**config.mk**
```make
export PLATFORM = sky130hd
export DESIGN_NAME = i2c_scl_gen
export DESIGN_NICKNAME = d
export VERILOG_FILES = /design/src/rtl/i2c_scl_pkg.sv /design/src/rtl/i2c_scl_cfg.sv /design/src/rtl/i2c_scl_presc.sv /design/src/rtl/i2c_scl_phase.sv /design/src/rtl/i2c_scl_gen.sv
export SDC_FILE = /design/constraint.sdc
export NUM_CORES = 1
export LEC_CHECK = 0
export BUFFER_PORTS_ARGS = -buffer_cell sky130_fd_sc_hd__buf_2
export CAP_MARGIN = 20
export CORE_ASPECT_RATIO = 0.5
export CORE_MARGIN = 3
export CORE_UTILIZATION = 55
export DETAILED_ROUTE_END_ITERATION = 10
export HOLD_SLACK_MARGIN = 0.08
export PLACE_DENSITY_LB_ADDON = 0.25
export SYNTH_ARGS = -nofsm -noshare
export SYNTH_HDL_FRONTEND = slang
export SYNTH_SLANG_ARGS = --single-unit
```
**constraint.sdc**
```tcl
create_clock -name clk_i -period 6.7 [get_ports clk_i]
set_input_delay 0.67 -clock clk_i [delete_from_list [all_inputs] [get_ports clk_i]]
set_output_delay 0.67 -clock clk_i [all_outputs]
set_load 0.01 [all_outputs]
```
**src/rtl/i2c_scl_pkg.sv**
```systemverilog
package i2c_scl_pkg;

  typedef enum logic [1:0] {
    MODE_STD  = 2'd0,
    MODE_FAST = 2'd1,
    MODE_HS   = 2'd2,
    MODE_RSVD = 2'd3
  } scl_mode_e;

  typedef enum logic [1:0] {
    PH_IDLE = 2'd0,
    PH_LOW  = 2'd1,
    PH_WAIT = 2'd2,
    PH_HIGH = 2'd3
  } scl_phase_e;

endpackage

```
**src/rtl/i2c_scl_cfg.sv**
```systemverilog
module i2c_scl_cfg
  import i2c_scl_pkg::*;
#(
  parameter int PSC_W    = 8,
  parameter int FIELD_W  = 8,
  parameter int DEF_PSC  = 1,
  parameter int DEF_LOW  = 3,
  parameter int DEF_HIGH = 3
) (
  input  logic                 clk_i,
  input  logic                 rst_ni,
  input  logic                 en_i,
  input  logic                 we_i,
  input  logic [1:0]           mode_i,
  input  logic [PSC_W-1:0]     psc_i,
  input  logic [2*FIELD_W-1:0] low_i,
  input  logic [2*FIELD_W-1:0] high_i,
  input  logic                 hs_sel_i,
  output logic [PSC_W-1:0]     psc_o,
  output logic [FIELD_W-1:0]   low_o,
  output logic [FIELD_W-1:0]   high_o,
  output logic                 err_o
);
  localparam int WORD_W = 2 * FIELD_W;

  scl_mode_e          mode_q;
  logic [PSC_W-1:0]   psc_q;
  logic [WORD_W-1:0]  low_q, high_q;
  logic [1:0]         low_nz, high_nz;
  logic               is_hs, valid, take, reject, use_hi;

  for (genvar g = 0; g < 2; g++) begin : g_field
    assign low_nz[g]  = |low_i[g*FIELD_W +: FIELD_W];
    assign high_nz[g] = |high_i[g*FIELD_W +: FIELD_W];
  end

  assign is_hs  = (mode_i == MODE_HS);
  assign valid  = (|psc_i) && (mode_i != MODE_RSVD) && low_nz[0] && high_nz[0]
                  && (!is_hs || (low_nz[1] && high_nz[1]));
  assign take   = we_i && !en_i && valid;
  assign reject = we_i && !en_i && !valid;

  always_ff @(posedge clk_i or negedge rst_ni) begin
    if (!rst_ni) begin
      mode_q <= MODE_STD;
      psc_q  <= PSC_W'(DEF_PSC);
      low_q  <= WORD_W'(DEF_LOW);
      high_q <= WORD_W'(DEF_HIGH);
      err_o  <= 1'b0;
    end else if (take) begin
      mode_q <= scl_mode_e'(mode_i);
      psc_q  <= psc_i;
      low_q  <= low_i;
      high_q <= high_i;
      err_o  <= 1'b0;
    end else if (reject) begin
      err_o  <= 1'b1;
    end
  end

  assign use_hi = (mode_q == MODE_HS) && hs_sel_i;
  assign psc_o  = psc_q;
  assign low_o  = use_hi ? low_q[WORD_W-1:FIELD_W]  : low_q[FIELD_W-1:0];
  assign high_o = use_hi ? high_q[WORD_W-1:FIELD_W] : high_q[FIELD_W-1:0];

  assert_locked_when_enabled_R9: assert property (@(posedge clk_i) disable iff (!rst_ni)
    (en_i && we_i) |=> ($stable(psc_q) && $stable(low_q) && $stable(high_q)
                        && $stable(mode_q) && $stable(err_o)));

  assert_zero_psc_rejected_R8: assert property (@(posedge clk_i) disable iff (!rst_ni)
    (we_i && !en_i && psc_i == '0) |=> (err_o && $stable(psc_q)));

  assert_stored_psc_nonzero_R8: assert property (@(posedge clk_i) disable iff (!rst_ni)
    psc_q != '0);

endmodule

```
**src/rtl/i2c_scl_presc.sv**
```systemverilog
module i2c_scl_presc #(
  parameter int PSC_W = 8
) (
  input  logic             clk_i,
  input  logic             rst_ni,
  input  logic             run_i,
  input  logic [PSC_W-1:0] psc_i,
  output logic             tick_o
);
  logic [PSC_W-1:0] cnt_q;

  assign tick_o = run_i && (cnt_q == psc_i);

  always_ff @(posedge clk_i or negedge rst_ni) begin
    if (!rst_ni)      cnt_q <= '0;
    else if (!run_i)  cnt_q <= '0;
    else if (tick_o)  cnt_q <= '0;
    else              cnt_q <= cnt_q + 1'b1;
  end

  assert_presc_in_range_R2: assert property (@(posedge clk_i) disable iff (!rst_ni)
    run_i |-> (cnt_q <= psc_i));

  assert_presc_parked_R2: assert property (@(posedge clk_i) disable iff (!rst_ni)
    !run_i |=> (cnt_q == '0));

endmodule

```
**src/rtl/i2c_scl_phase.sv**
```systemverilog
module i2c_scl_phase
  import i2c_scl_pkg::*;
#(
  parameter int FIELD_W   = 8,
  parameter int LOW_TRIM  = 2,
  parameter int HIGH_TRIM = 1
) (
  input  logic               clk_i,
  input  logic               rst_ni,
  input  logic               en_i,
  input  logic               tick_i,
  input  logic               scl_i,
  input  logic [FIELD_W-1:0] low_i,
  input  logic [FIELD_W-1:0] high_i,
  output logic               run_o,
  output logic               drive_low_o,
  output logic               fall_stb_o,
  output logic               rise_stb_o
);
  localparam int CNT_W = FIELD_W + 2;

  scl_phase_e       ph_q, ph_d;
  logic [CNT_W-1:0] cnt_q, cnt_d, low_tgt, high_tgt, tgt;
  logic             last, fall_d, rise_d;

  assign low_tgt  = CNT_W'(low_i) + CNT_W'(LOW_TRIM);
  assign high_tgt = CNT_W'(high_i) + CNT_W'(HIGH_TRIM);
  assign tgt      = (ph_q == PH_HIGH) ? high_tgt : low_tgt;
  assign last     = tick_i && (cnt_q == tgt - 1'b1);

  always_comb begin
    ph_d   = ph_q;
    cnt_d  = cnt_q;
    fall_d = 1'b0;
    rise_d = 1'b0;
    if (!en_i) begin
      ph_d  = PH_IDLE;
      cnt_d = '0;
    end else begin
      unique case (ph_q)
        PH_IDLE: begin
          ph_d   = PH_LOW;
          cnt_d  = '0;
          fall_d = 1'b1;
        end
        PH_LOW: begin
          if (last) begin
            ph_d  = PH_WAIT;
            cnt_d = '0;
          end else if (tick_i) begin
            cnt_d = cnt_q + 1'b1;
          end
        end
        PH_WAIT: begin
          if (scl_i) begin
            ph_d   = PH_HIGH;
            rise_d = 1'b1;
          end
        end
        PH_HIGH: begin
          if (last) begin
            ph_d   = PH_LOW;
            cnt_d  = '0;
            fall_d = 1'b1;
          end else if (tick_i) begin
            cnt_d = cnt_q + 1'b1;
          end
        end
        default: ph_d = PH_IDLE;
      endcase
    end
  end

  always_ff @(posedge clk_i or negedge rst_ni) begin
    if (!rst_ni) begin
      ph_q       <= PH_IDLE;
      cnt_q      <= '0;
      fall_stb_o <= 1'b0;
      rise_stb_o <= 1'b0;
    end else begin
      ph_q       <= ph_d;
      cnt_q      <= cnt_d;
      fall_stb_o <= fall_d;
      rise_stb_o <= rise_d;
    end
  end

  assign drive_low_o = (ph_q == PH_LOW);
  assign run_o       = en_i && ((ph_q == PH_LOW) || (ph_q == PH_HIGH));

  assert_release_on_disable_R10: assert property (@(posedge clk_i) disable iff (!rst_ni)
    !en_i |=> !drive_low_o);

  assert_rise_after_line_high_R4: assert property (@(posedge clk_i) disable iff (!rst_ni)
    rise_stb_o |-> $past(scl_i));

  assert_fall_marks_low_R11: assert property (@(posedge clk_i) disable iff (!rst_ni)
    fall_stb_o |-> drive_low_o);

  assert_count_below_target_R3: assert property (@(posedge clk_i) disable iff (!rst_ni)
    ((ph_q == PH_LOW) || (ph_q == PH_HIGH)) |-> (cnt_q < tgt));

  assert_one_strobe_R11: assert property (@(posedge clk_i) disable iff (!rst_ni)
    $onehot0({fall_stb_o, rise_stb_o}));

endmodule

```
**src/rtl/i2c_scl_gen.sv**
```systemverilog
module i2c_scl_gen #(
  parameter int PSC_W     = 8,
  parameter int FIELD_W   = 8,
  parameter int LOW_TRIM  = 2,
  parameter int HIGH_TRIM = 1,
  parameter int DEF_PSC   = 1,
  parameter int DEF_LOW   = 3,
  parameter int DEF_HIGH  = 3
) (
  input  logic                 clk_i,
  input  logic                 rst_ni,
  input  logic                 en_i,
  input  logic                 cfg_we_i,
  input  logic [1:0]           cfg_mode_i,
  input  logic [PSC_W-1:0]     cfg_psc_i,
  input  logic [2*FIELD_W-1:0] cfg_low_i,
  input  logic [2*FIELD_W-1:0] cfg_high_i,
  input  logic                 hs_sel_i,
  input  logic                 scl_i,
  output logic                 scl_drive_low_o,
  output logic                 fall_stb_o,
  output logic                 rise_stb_o,
  output logic                 cfg_err_o
);
  logic [PSC_W-1:0]   psc;
  logic [FIELD_W-1:0] low_f, high_f;
  logic               run, tick;

  i2c_scl_cfg #(
    .PSC_W(PSC_W), .FIELD_W(FIELD_W),
    .DEF_PSC(DEF_PSC), .DEF_LOW(DEF_LOW), .DEF_HIGH(DEF_HIGH)
  ) cfg_i (
    .clk_i(clk_i), .rst_ni(rst_ni), .en_i(en_i), .we_i(cfg_we_i),
    .mode_i(cfg_mode_i), .psc_i(cfg_psc_i), .low_i(cfg_low_i), .high_i(cfg_high_i),
    .hs_sel_i(hs_sel_i), .psc_o(psc), .low_o(low_f), .high_o(high_f), .err_o(cfg_err_o)
  );

  i2c_scl_presc #(.PSC_W(PSC_W)) presc_i (
    .clk_i(clk_i), .rst_ni(rst_ni), .run_i(run), .psc_i(psc), .tick_o(tick)
  );

  i2c_scl_phase #(
    .FIELD_W(FIELD_W), .LOW_TRIM(LOW_TRIM), .HIGH_TRIM(HIGH_TRIM)
  ) phase_i (
    .clk_i(clk_i), .rst_ni(rst_ni), .en_i(en_i), .tick_i(tick), .scl_i(scl_i),
    .low_i(low_f), .high_i(high_f), .run_o(run), .drive_low_o(scl_drive_low_o),
    .fall_stb_o(fall_stb_o), .rise_stb_o(rise_stb_o)
  );

endmodule

```
==> impl_metrics.json, run 1 <==
{
  "num_vias": 3414,
  "min_path_type": "input port to asynchronous set/reset pin",
  "avgSynthCellArea_sq_um": 10.17,
  "arrival_ns": 4.31,
  "drv_cap": 0,
  "grt.total_usage": 0.2418,
  "htreeDepth": 3,
  "cp_cell_sequence": "buf_2 > and3b_1 > nand2_1 > nand2_1 > ha_1 > nand3b_1 > a21oi_1 > nor4b_2 > o2111a_1 > a21oi_1 > a21oi_1 > xnor2_1 > nand4_4 > or3_1 > a32o_1",
  "endpoint_kind": "flop",
  "synth_warnings": 0,
  "remaining_drc_errors": 0,
  "period_needed_ns": 4.089,
  "synth_area_sq_um": 4260,
  "fp.dieW_microns": 130.5,
  "io_buffers": 51,
  "yosysSeqAreaShare": 0.3833,
  "critPathKind": "input port to flop",
  "cts_sinks": 65,
  "slew_headroom": 0.4341,
  "cts_setup_buffers": 0,
  "globalplace.congestion": 0.8901,
  "hold_viol": 0,
  "clk_pin_slew_worst_paths_ns": 0.05,
  "tns_ns": 0,
  "rows": 21,
  "syn_to_final_growth_pct": 14.33,
  "core_sq_um": 7094,
  "drt_iter0_drc": 224,
  "cp-start-kind": "input port",
  "ir_drop_mv": 0.1782,
  "cp.required_ns": 6.92,
  "clk_path_buf_depth": 2,
  "detail_route.wl_per_cell_microns": 17.61,
  "fillers": 563,
  "ios": 52,
  "grt_pass1_wl_mm": 16.26,
  "initial_core_util": 0.6005,
  "ant_nets": 0,
  "crit_buf_inv": 1,
  "synth_fp_nets": 476,
  "slowest_delay_ns": 0.72,
  "cpMostUsedCell": "a21oi_1",
  "worst_slack_ns": 2.611,
  "nNetsFinal": 525,
  "drt_pass1_iterations": 5,
  "cts.repair.resized": 0,
  "grt_max_degree": 66,
  "grt_overflow": 0,
  "synth_cell_type_count": 63,
  "layout_common_cells": "dfrtp_1, buf_2, mux2_2",
  "status": "finished clean",
  "synth-edff-count": 0,
  "clkLatencyLatePin_ns": 0.34,
  "async_flop_share": 1.000,
  "p_per_area_nw_per_um2": 308.9,
  "dieArea_sq_um": 8902,
  "root_buffer": "clkbuf_16",
  "grt_pass1_vias": 3117,
  "layout.cells.most_common": "dfrtp_1",
  "leakagePower_nw": 2.077,
  "crit_slowest_cell": "and3b_1",
  "fmax_ghz": 0.2446,
  "postCtsHoldBufs": 0,
  "cpLargestDelayFamily": "simple AND/OR/NAND/NOR gates",
  "maxSlewViolCount": 0,
  "fin_worst_skew_ns": 0.003965,
  "cts_tree": "built",
  "syn_inst": 419,
  "dp_hpwl_mm": 7.190,
  "post-route-period-util": 0.6102,
  "die-height_microns": 68.24,
  "n_antenna_cell": 0,
  "drive_gt1_frac": 0.2875,
  "tightest_slew_ns": 0.8489,
  "routed_wl_mm": 9.951,
  "antenna_found_initial": 0,
  "cts_made_buffers": 9,
  "pre_cts_ws_ns": 2.287,
  "rsz0062_at_grt": "no",
  "synthFlopType": "dfrtp_1",
  "ys_ff_latch": 65,
  "setup_viol_count_final": 0,
  "vias_per_cell": 6.042,
  "critPathMaxFanout": 21
}
cell type report:
class	instances	area [sq um]	share of cell area
Inverter	5	18.77	0.003853
Clock inverter	6	67.56	0.01387
Clock buffer	10	229.0	0.04701
Timing Repair Buffer	54	277.8	0.05703
Tap cell	92	115.1	0.02363
Sequential cell	65	1633	0.3352
Multi-Input combinational cell	333	2530	0.5194
worst paths after layout:
check | from | to | slack [ns] | cells past startpoint
worst min register to register | cfg_i.err_o | cfg_i.err_o | 0.51 | 2
worst max register to register | cfg_i.mode_q[0] | phase_i.ph_q[0] | 2.61 | 14
worst max-delay path | hs_sel_i | phase_i.ph_q[0] | 2.61 | 15
min in group clk_i | cfg_i.err_o | cfg_i.err_o | 0.51 | 2
max in group asynchronous | rst_ni | presc_i.cnt_q[1] | 5.66 | 2
worst min-delay path | rst_ni | phase_i.cnt_q[0] | 0.51 | 2
cell usage after synthesis (3+ instances only):
cell type | instances | area [sq um]
a21oi_1 | 14 | 70.07
nand4_1 | 5 | 31.28
buf_2 | 6 | 30.03
o21ai_0 | 11 | 55.05
nand2b_1 | 3 | 18.77
or3_1 | 4 | 25.02
ha_1 | 9 | 112.6
a22oi_1 | 3 | 22.52
mux2_2 | 45 | 506.7
nor3b_1 | 3 | 22.52
dfstp_2 | 5 | 131.4
and3_1 | 14 | 87.58
nand3_1 | 31 | 155.2
nor2b_1 | 5 | 31.28
xor2_1 | 31 | 271.5
clkbuf_1 | 6 | 22.52
xnor2_1 | 18 | 157.7
inv_1 | 4 | 15.01
nor3_1 | 3 | 15.01
mux2i_1 | 10 | 100.1
dfrtp_1 | 60 | 1501
a31oi_1 | 3 | 18.77
and4_1 | 3 | 26.28
a32o_1 | 3 | 30.03
nand3b_1 | 3 | 22.52
nor4_1 | 14 | 87.58
nand2_1 | 37 | 138.9
nor2_1 | 21 | 78.83
stage by stage:
step | hold slack [ns] | power [mW] | util | instances | instance area [sq um]
finish | 0.5053 | 1.505 | 0.6866 | 565 | 4871
CTS | 0.5083 | 1.508 | 0.6866 | 565 | 4871
global route | 0.5370 | 1.594 | 0.6866 | 565 | 4871
global placement | 0.4754 | 1.026 | 0.6448 | 549 | 4574
floorplan | 0.3744 | 0.9110 | - | 419 | 4260
detailed placement | 0.4959 | 1.034 | 0.6448 | 549 | 4574
worst register-to-register path, delay by kind of cell, from the launching register on:
family                     cells  cell delay (ns)
and+or+nand+nor                7             2.17
AOI/OAI and AO/OA              5             0.85
adders and majority gates      1             0.39
DFF                            1             0.38
xor gates and xnor gates       1             0.19
logic make-up after synthesis:
family                     Yosys count  share of synthesized area
and+or+nand+nor                    161                     0.2123
DFF                                 65                     0.3833
muxes                               57                     0.1492
AOI/OAI and AO/OA                   56                    0.09868
xor gates and xnor gates            50                     0.1046
buffers and inverters               21                    0.02555
adders and majority gates            9                    0.02643
report_power, final:
part           switching, mW  internal, mW  leakage, nW
Sequential            0.0848         0.461        0.802
Combinational          0.271         0.221         1.14
Clock                  0.179         0.289        0.139
registers in the layout (all words and copies together), names as in the netlist:
signal and flops:
cfg_i.mode_q 2, phase_i.cnt_q 10, cfg_i.low_q 16, phase_i.ph_q 2
phase_i.rise_stb_o 1, cfg_i.err_o 1, cfg_i.psc_o 8, presc_i.cnt_q 8
cfg_i.high_q 16, phase_i.fall_stb_o 1
routing by layer:
layer  global-route usage  routed length [microns]  up-vias
met3              0.06391                      524       16
met5                    0                        0        -
met4              0.06795                      144        0
li1                     -                        -     1643
met1               0.3475                     4927     1651
met2               0.3622                     4354      104
Note: power is estimated with default switching activity, not from simulation.
==> run 2: changes to the inputs <==
--- a/config.mk
+++ b/config.mk
@@ -5,6 +5,7 @@
 export SDC_FILE = /design/constraint.sdc
 export NUM_CORES = 1
 export LEC_CHECK = 0
+export ABC_AREA = 1
 export BUFFER_PORTS_ARGS = -buffer_cell sky130_fd_sc_hd__buf_2
 export CAP_MARGIN = 20
 export CORE_ASPECT_RATIO = 0.5
==> constraint.sdc (replaced) <==
create_clock -name clk_i -period 3.9 [get_ports clk_i]
set_input_delay 0.39 -clock clk_i [delete_from_list [all_inputs] [get_ports clk_i]]
set_output_delay 0.39 -clock clk_i [all_outputs]
set_load 0.01 [all_outputs]
==> impl_metrics.json, run 2 <==
{
  "status": "finished clean",
  "synth_fp_nets": 652,
  "setup_viol_count_final": 0,
  "cts_tree": "built",
  "grt_overflow": 0,
  "tightest_slew_ns": 0.8530,
  "critPathKind": "flop to flop",
  "use_met2": 0.3553,
  "endpoint_kind": "flop",
  "clkLatencyLatePin_ns": 0.35,
  "cts_made_buffers": 9,
  "synth_warnings": 0,
  "rows": 22,
  "grt_max_degree": 75,
  "period_needed_ns": 3.233,
  "antenna_found_initial": 1,
  "synth-edff-count": 0,
  "synth_area_sq_um": 4280,
  "grt_pass1_vias": 3363,
  "tns_ns": 0,
  "fp.dieW_microns": 130.8,
  "cp.required_ns": 4.13,
  "postCtsHoldBufs": 0,
  "ios": 52,
  "core_sq_um": 7432,
  "drt_iter0_drc": 300,
  "grt_pass1_wl_mm": 15.94,
  "async_flop_share": 1.000,
  "globalplace.congestion": 0.8741,
  "routed_wl_mm": 9.683,
  "num_vias": 3834,
  "avgSynthCellArea_sq_um": 7.194,
  "syn_inst": 595,
  "rsz0062_at_grt": "no",
  "drv_cap": 0,
  "remaining_drc_errors": 0,
  "synth_cell_type_count": 37,
  "yosysMostFrequentCell": "nand2_1",
  "reg_top3": "cfg_i.high_q: 16 flops, cfg_i.low_q: 16 flops, phase_i.cnt_q: 10 flops",
  "grt.total_usage": 0.2337,
  "post-route-period-util": 0.8290,
  "min_path_type": "input port to asynchronous set/reset pin",
  "synthFlopType": "dfrtp_1",
  "cts_setup_buffers": 0,
  "cts_sinks": 65,
  "hold_viol": 0,
  "die-height_microns": 68.38,
  "drt_pass1_iterations": 5,
  "critPathMaxFanout": 11,
  "drive_gt1_frac": 0.2043,
  "dieArea_sq_um": 8941,
  "layout_common_cells": "nand2_1, inv_1, dfrtp_1",
  "met1_usage": 0.3140,
  "fmax_ghz": 0.3093,
  "synth_top_cell_by_area": "dfrtp_1",
  "globalRoute.busiestLayer": "met2",
  "clk_pin_slew_worst_paths_ns": 0.06,
  "hold_slack_ns": 0.1541,
  "yosys-top-cells-count": "nand2_1, inv_1, dfrtp_1, o21ai_0",
  "fin_worst_skew_ns": 0.008651,
  "io_buffers": 51,
  "final_util": 0.6551,
  "yosysSeqAreaShare": 0.3815,
  "nNetsFinal": 703,
  "ys_ff_latch": 65,
  "grt.met3_usage": 0.08885,
  "arrival_ns": 3.47,
  "yosysTopAreaCellShare": 0.3508,
  "slew_headroom": 0.4313,
  "maxSlewViolCount": 0,
  "dp_hpwl_mm": 7.366,
  "cp-start-kind": "flop",
  "syn_to_final_growth_pct": 13.74,
  "n_antenna_cell": 0,
  "htreeDepth": 3,
  "ir_drop_mv": 0.3444,
  "cts.repair.resized": 0,
  "initial_core_util": 0.5759,
  "vias_per_cell": 5.133,
  "synth_area_leaders": "dfrtp_1, nand2_1, inv_1",
  "fillers": 679,
  "root_buffer": "clkbuf_16",
  "ant_nets": 0,
  "detail_route.wl_per_cell_microns": 12.96,
  "leakagePower_nw": 2.579,
  "clk_path_buf_depth": 2,
  "layout.cells.most_common": "nand2_1",
  "p_per_area_nw_per_um2": 491.2
}
## run 2: through the flow
stage	area [sq um]	setup slack (ns)	power (mW)	instances
final	4868	0.6667	2.391	747
after global routing	4868	0.3461	2.561	747
after CTS	4868	0.6650	2.401	747
after detailed placement	4582	0.5955	1.618	731
after global placement	4582	0.7020	1.600	731
after floorplan	4280	1.023	1.441	595
## run 2: per-layer routing
layer	vias to the layer above	wire [microns]
met5	-	7
met4	2	111
met3	14	619
met2	88	4348
met1	1743	4595
li1	1987	-
## run 2: cell type report
class                      instances  area (sq um)  area share
clock inverter                     7         61.31     0.01259
sequential                        65          1633      0.3354
tap                               96         120.1     0.02467
clock buffer                       9         225.2     0.04626
timing repair buffer              57         300.3     0.06168
multi-input combinational        429          2212      0.4544
inverter                          84         316.6     0.06502
## run 2: final timing paths
check / start / end / slack, ns / depth (start not counted)
max in group asynchronous: rst_ni / cfg_i.high_q[1] / 2.82 / 2
worst max-delay path: cfg_i.mode_q[1] / phase_i.ph_q[1] / 0.67 / 24
worst max register to register: cfg_i.mode_q[1] / phase_i.ph_q[1] / 0.67 / 24
worst min register to register: cfg_i.low_q[0] / cfg_i.low_q[0] / 0.47 / 2
min in group clk_i: cfg_low_i[1] / cfg_i.low_q[1] / 0.25 / 3
worst min-delay path: rst_ni / phase_i.rise_stb_o / 0.15 / 1
## run 2: logic make-up (layout without fill, tap and decap cells)
family | Yosys count | in the layout | synth area share
adder cells (fa/ha/maj) | 9 | 9 | 0.02631
buffers and inverters | 101 | 157 | 0.1023
AND/OR/NAND/NOR | 337 | 337 | 0.3671
XOR/XNOR | 16 | 16 | 0.03274
AO/OA/AOI/OAI | 67 | 67 | 0.09003
flip-flops | 65 | 65 | 0.3815
## run 2: report_power, final
part | internal (mW) | switching [mW] | leakage, nW | total (mW)
Sequential | 0.774 | 0.0773 | 0.827 | 0.852
Clock | 0.440 | 0.334 | 0.135 | 0.774
Combinational | 0.264 | 0.501 | 1.62 | 0.765
## run 2: worst max-delay path, cell delays in order (launching register included)
cell and delay, ns:
dfrtp_1 0.49, nand2_2 0.08, nor2_2 0.25, nand2_4 0.09
nand2_4 0.09, ha_1 0.23, nand2_1 0.07, nand2_1 0.08
inv_2 0.06, ha_1 0.23, xnor2_1 0.13, nor2_1 0.10
nand3_1 0.08, nor2_1 0.11, nand2_1 0.06, nor2_1 0.08
nand2_1 0.06, nor2_1 0.09, nand3_1 0.09, nor2_2 0.10
nand2_2 0.08, nand2_2 0.24, nand2_1 0.12, nand2_1 0.07
nand2_1 0.05
